==> config.mk <==
export PLATFORM = sky130hd
export DESIGN_NAME = cascade_halfstep_div
export DESIGN_NICKNAME = d
export VERILOG_FILES = /design/src/rtl/hsd_pkg.sv /design/src/rtl/hsd_stage.sv /design/src/rtl/hsd_code_ctrl.sv /design/src/rtl/cascade_halfstep_div.sv
export SDC_FILE = /design/constraint.sdc
export NUM_CORES = 1
export LEC_CHECK = 0
export BUFFER_PORTS_ARGS = -buffer_cell sky130_fd_sc_hd__buf_2
export CORE_MARGIN = 2
export CORE_UTILIZATION = 40
export CTS_CLUSTER_SIZE = 30
export DETAILED_ROUTE_END_ITERATION = 6
export GPL_TIMING_DRIVEN = 0
export SLEW_MARGIN = 20
export SYNTH_ARGS = -nofsm -noshare
export SYNTH_HDL_FRONTEND = slang
export SYNTH_SLANG_ARGS = --single-unit
==> constraint.sdc <==
create_clock -name clk -period 2.8 [get_ports clk]
set_input_delay 0.28 -clock clk [delete_from_list [all_inputs] [get_ports clk]]
set_output_delay 0.28 -clock clk [all_outputs]
set_load 0.05 [all_outputs]
==> src/rtl/hsd_pkg.sv <==
// Package: shared widths, code limits and code helpers for the
// cascaded half-step divider. Assumes 5-bit stage codes.
package hsd_pkg;
    localparam int CODE_W   = 5;
    localparam int MAX_CODE = 30;
    localparam int TWICE_W  = CODE_W + 1;

    typedef logic [CODE_W-1:0]  code_t;
    typedef logic [TWICE_W-1:0] twice_t;

    // Limit a raw code to the largest legal divisor code.
    function automatic code_t clamp_code(input code_t c);
        return (int'(c) > MAX_CODE) ? code_t'(MAX_CODE) : c;
    endfunction

    // Twice the divisor, in half-cycle units: code + 2.
    function automatic twice_t twice_of(input code_t c);
        return twice_t'(c) + twice_t'(2);
    endfunction
endpackage

==> src/rtl/hsd_stage.sv <==
// Module: one half-step rate stage. Each input pulse adds two half units
// to a residue. When the sum reaches twice the divisor, the stage fires
// (combinationally, on the same cycle as the input pulse) and keeps the
// remainder. Assumes twice_div_i changes only while run_i is low or
// together with restart_i.
module hsd_stage
    import hsd_pkg::*;
(
    input  logic   clk,
    input  logic   rst_n,
    input  logic   run_i,
    input  logic   restart_i,
    input  logic   pulse_i,
    input  twice_t twice_div_i,
    output logic   fire_o
);
    localparam int ACC_W = TWICE_W + 1;

    logic [ACC_W-1:0] acc_q;
    logic [ACC_W-1:0] sum;
    logic [ACC_W-1:0] limit;

    assign sum    = acc_q + ACC_W'(2);
    assign limit  = {1'b0, twice_div_i};
    assign fire_o = pulse_i && (sum >= limit);

    // Residue update: clear when idle or on restart, else accumulate.
    always_ff @(posedge clk) begin
        if (!rst_n) begin
            acc_q <= '0;
        end else if (!run_i || restart_i) begin
            acc_q <= '0;
        end else if (pulse_i) begin
            acc_q <= fire_o ? (sum - limit) : sum;
        end
    end

    // the residue always stays below one full divisor.
    p_residue_bound_r4: assert property (@(posedge clk) disable iff (!rst_n)
        acc_q < limit);

    // a unit divisor fires on every input pulse.
    p_unit_pass_r3: assert property (@(posedge clk) disable iff (!rst_n)
        (twice_div_i == twice_t'(2) && pulse_i) |-> fire_o);
endmodule

==> src/rtl/hsd_code_ctrl.sv <==
// Module: active-code holder. It clamps the raw codes. While idle it tracks
// them. While running it holds them until a final-stage boundary and then
// takes up any changed code, raising restart for the stages.
module hsd_code_ctrl
    import hsd_pkg::*;
#(
    parameter int N_STAGES = 2
) (
    input  logic  clk,
    input  logic  rst_n,
    input  logic  run_i,
    input  logic  boundary_i,
    input  code_t raw_i [N_STAGES],
    output code_t act_o [N_STAGES],
    output logic  restart_o
);
    code_t               act_q   [N_STAGES];
    code_t               clamped [N_STAGES];
    logic [N_STAGES-1:0] differs;

    assign restart_o = boundary_i && (|differs);

    for (genvar g = 0; g < N_STAGES; g++) begin : g_code
        assign clamped[g] = clamp_code(raw_i[g]);
        assign differs[g] = (clamped[g] != act_q[g]);
        assign act_o[g]   = act_q[g];

        // Load a code while idle, or at a boundary that carries a change.
        always_ff @(posedge clk) begin
            if (!rst_n) begin
                act_q[g] <= '0;
            end else if (!run_i || restart_o) begin
                act_q[g] <= clamped[g];
            end
        end

        // an active code never exceeds the largest legal code.
        p_code_limit_r7: assert property (@(posedge clk) disable iff (!rst_n)
            int'(act_q[g]) <= MAX_CODE);

        // while running, the code holds except at a boundary.
        p_code_hold_r6: assert property (@(posedge clk) disable iff (!rst_n)
            (run_i && !boundary_i) |=> $stable(act_q[g]));
    end
endmodule

==> src/rtl/cascade_halfstep_div.sv <==
// Module: top of the cascaded half-step divider. It chains two rate stages,
// first stage fed by enable, and registers the last stage's fire as the
// strobe. Assumes all inputs are synchronous to clk.
module cascade_halfstep_div
    import hsd_pkg::*;
(
    input  logic              clk,
    input  logic              rst_n,
    input  logic              enable_i,
    input  logic [CODE_W-1:0] div0_code_i,
    input  logic [CODE_W-1:0] div1_code_i,
    output logic              strobe_o
);
    localparam int N_STAGES = 2;

    code_t             raw     [N_STAGES];
    code_t             act     [N_STAGES];
    twice_t            twice   [N_STAGES];
    logic [N_STAGES:0] pulse;
    logic              restart;
    logic              strobe_q;

    assign raw[0]   = div0_code_i;
    assign raw[1]   = div1_code_i;
    assign pulse[0] = enable_i;

    hsd_code_ctrl #(.N_STAGES(N_STAGES)) code_i (
        .clk        (clk),
        .rst_n      (rst_n),
        .run_i      (enable_i),
        .boundary_i (pulse[N_STAGES]),
        .raw_i      (raw),
        .act_o      (act),
        .restart_o  (restart)
    );

    for (genvar g = 0; g < N_STAGES; g++) begin : g_stage
        assign twice[g] = twice_of(act[g]);
        hsd_stage stage_i (
            .clk         (clk),
            .rst_n       (rst_n),
            .run_i       (enable_i),
            .restart_i   (restart),
            .pulse_i     (pulse[g]),
            .twice_div_i (twice[g]),
            .fire_o      (pulse[g+1])
        );
    end

    // Register the final-stage fire as the output strobe.
    always_ff @(posedge clk) begin
        if (!rst_n) strobe_q <= 1'b0;
        else        strobe_q <= enable_i && pulse[N_STAGES];
    end

    assign strobe_o = strobe_q;

    // no strobe in the cycle after enable was low.
    p_idle_quiet_r8: assert property (@(posedge clk) disable iff (!rst_n)
        !enable_i |=> !strobe_o);
endmodule

==> metrics <==
first-pass GRT wire length 8.62 mm; crit path capture type register; Synth Instances approximately 230; synth-to-layout area growth 26.9%; hold path depth 3; antenna violations before repair 0; number of flops mapped to enable cells by yosys 10; worst min path class in2reg; Sequential cell area a little over 600 µm²; overall routing resource usage a little under a fifth; Worst-Skew Late Latency about 0.27 ns; largest net degree at the start of global routing 20; number of buffers created by CTS 3; design area around 2600 µm²; TritonCTS clock tree yes; utilization of the core after routing between 50 and 60%; Die Span Y about 76 µm; register area share after synthesis 28.9%; io pins 14; PortBufs 13; Synth Cell Area around 2100 µm²; top post-synthesis cells by area dfxtp_1 14%, edfxtp_1 14%, ha_1 9.6%; clk buf depth 2; cell taking the most area after synthesis dfxtp_1; Initial Util between 40% and 50%; synth unique cells slightly above 50; wire per inst approximately 16 µm; Fin. Hold Viols 0; ys flop type dfxtp_1; vias in the first global route ~1800; Layout fillers around 500; setup ws final between 0.05 and 0.06 ns; Cell Rows 26; Crit path largest cell delay between 0.4 and 0.5 ns; CP arrival 2.78 ns; clock skew 0.00289 ns; RSZ-0062 raised after global routing yes; reg2reg path depth 10; Setup Viol. Count Final 0; area share of the largest cell type after synthesis 14.4%; Clock Tree Root clkbuf_8; Slowest-stage cell, CP edfxtp_1; 1st-pass router iterations 4; status completed; grt ovf 0; CP Max Fanout 6; die width around 76 µm; footprint of the multi-input gates roughly 1600 µm²; core area 5070 µm²; max cap viols 0; Via density approximately 5.7; post-DP HPWL ~3.7 mm; Clock Sink Count 25; crit start category register; Final #Nets approximately 300; antenna viol nets, final 0; die area 5800 µm²; pre-CTS WS -0.489 ns; share of layout cells above drive strength 1 27.9%; count of warnings emitted by yosys 0; Worst Path Class, Setup reg2reg; GPL Wtd Cong about 0.82; Buf/Inv on CP 1; asr flop ratio synth 0%; htree depth 1; DRT Wirelength 5.42 mm; Largest delay share family, worst path simple AND/OR/NAND/NOR gates; hold buffers post-CTS 0; Mean Syn Cell Area between 9 and 10 µm²; Initial DRC Count roughly 140; fmax approximately 0.36 GHz; Slew Limit Fails 0; ant diodes 0; Final period util between 90% and 100%; WP data required roughly 2.8 ns; FF+latch count, synth 25; critical path cell sequence ha_2 -> xnor2_2 -> ha_1 -> nand4_1 -> nor2_2 -> or4_1 -> buf_6 -> o32ai_4 -> o21a_2 -> and3b_1; Placed Area between 2000 and 2500 µm²; setup_tns 0 ns; stages on the worst setup path 10; Mapped Nets 260; minimum clock period roughly 2.7 ns; worst-margin pin slew 0.635 ns; CTS clock-pin slew for the worst setup and hold paths 0.09 ns; Via Count 1901; Rel. slew slack between 50% and 60%; DRC viols 0
[sequential cells by signal, indices dropped and copies added (netlist names)]
register,flops
g_stage.stage_i.acc_q,14
code_i.act_q,10
strobe_o,1
[layout make-up]
class | instances | area share (%)
well taps | 70 | 3.32
multi-input cells | 189 | 60.3
plain buffers | 4 | 1.75
clock buffers | 4 | 1.71
inverters | 12 | 1.71
repair buffers | 31 | 8.06
flip-flops and latches | 25 | 23.1
[cells in the mapped netlist (5+ instances only)]
master	n
edfxtp_1	10
nand3_1	10
nand2_1	20
inv_1	12
a21oi_1	10
dfxtp_1	15
o21ai_0	10
nor2b_1	5
o21a_1	9
nor2_1	11
ha_1	16
xor2_1	12
xnor2_1	10
and3b_1	9
[metal layers]
metal  track usage [%]  routed length (µm)  vias up
met5                 0                   0        -
met4              4.36                  48        0
met3              1.90                 141        4
met2              30.6                2690       36
met1              25.1                2540      921
li1                  -                   -      940
[cell families after synthesis]
kind of cell	Yosys count	synth area share (%)
buffers and inverters	16	3.97
multiplexers	3	1.44
AO/OA/AOI/OAI	64	23.4
XOR/XNOR	22	9.26
flip-flops	25	28.9
AND/OR/NAND/NOR	81	21.5
adder cells (fa/ha/maj)	18	11.5
[path summary, 6_finish.rpt]
kind	from	end	slack [ns]
min reg2reg	g_stage[0].stage_i.acc_q[0]	g_stage[0].stage_i.acc_q[0]	0.51
max	code_i.act_q[0][2]	code_i.act_q[1][1]	0.05
min	rst_n	g_stage[1].stage_i.acc_q[6]	0.34
max reg2reg	code_i.act_q[0][2]	code_i.act_q[1][1]	0.05
[placed cells by master, fill, tap and decap left out, types with 8 or more instances in the layout]
master | netlist | routed
a21oi_1 | 10 | 9
and3b_1 | 9 | 9
buf_2 | 0 | 13
buf_4 | 0 | 17
dfxtp_1 | 15 | 11
edfxtp_1 | 10 | 10
ha_1 | 16 | 11
inv_1 | 12 | 12
nand2_1 | 20 | 18
nand3_1 | 10 | 9
nor2_1 | 11 | 9
o21a_1 | 9 | 8
o21ai_0 | 10 | 10
xor2_1 | 12 | 12
[stage by stage]
stage                     instances  hold slack (ns)
after floorplan                 229            0.443
after global placement          312            0.472
after detailed placement        312            0.480
after CTS                       321            0.341
after global routing            335            0.358
final                           335            0.339
[worst min-delay path, cell delays in order]
cell	delay [ns]
buf_2	0.14
o2111ai_1	0.08
mux2i_1	0.06
[repair_timing]
item	in CTS	in global routing
resized for setup	14	25
pin swaps	6	12
buffers inserted	4	14
endpoints found under the hold margin	0	0
gates cloned	1	0
setup endpoints to repair	35	35
Power is left out: the tool's default activity adds up to more than one toggle a clock period on the data nets, which glitch-free logic cannot reach.
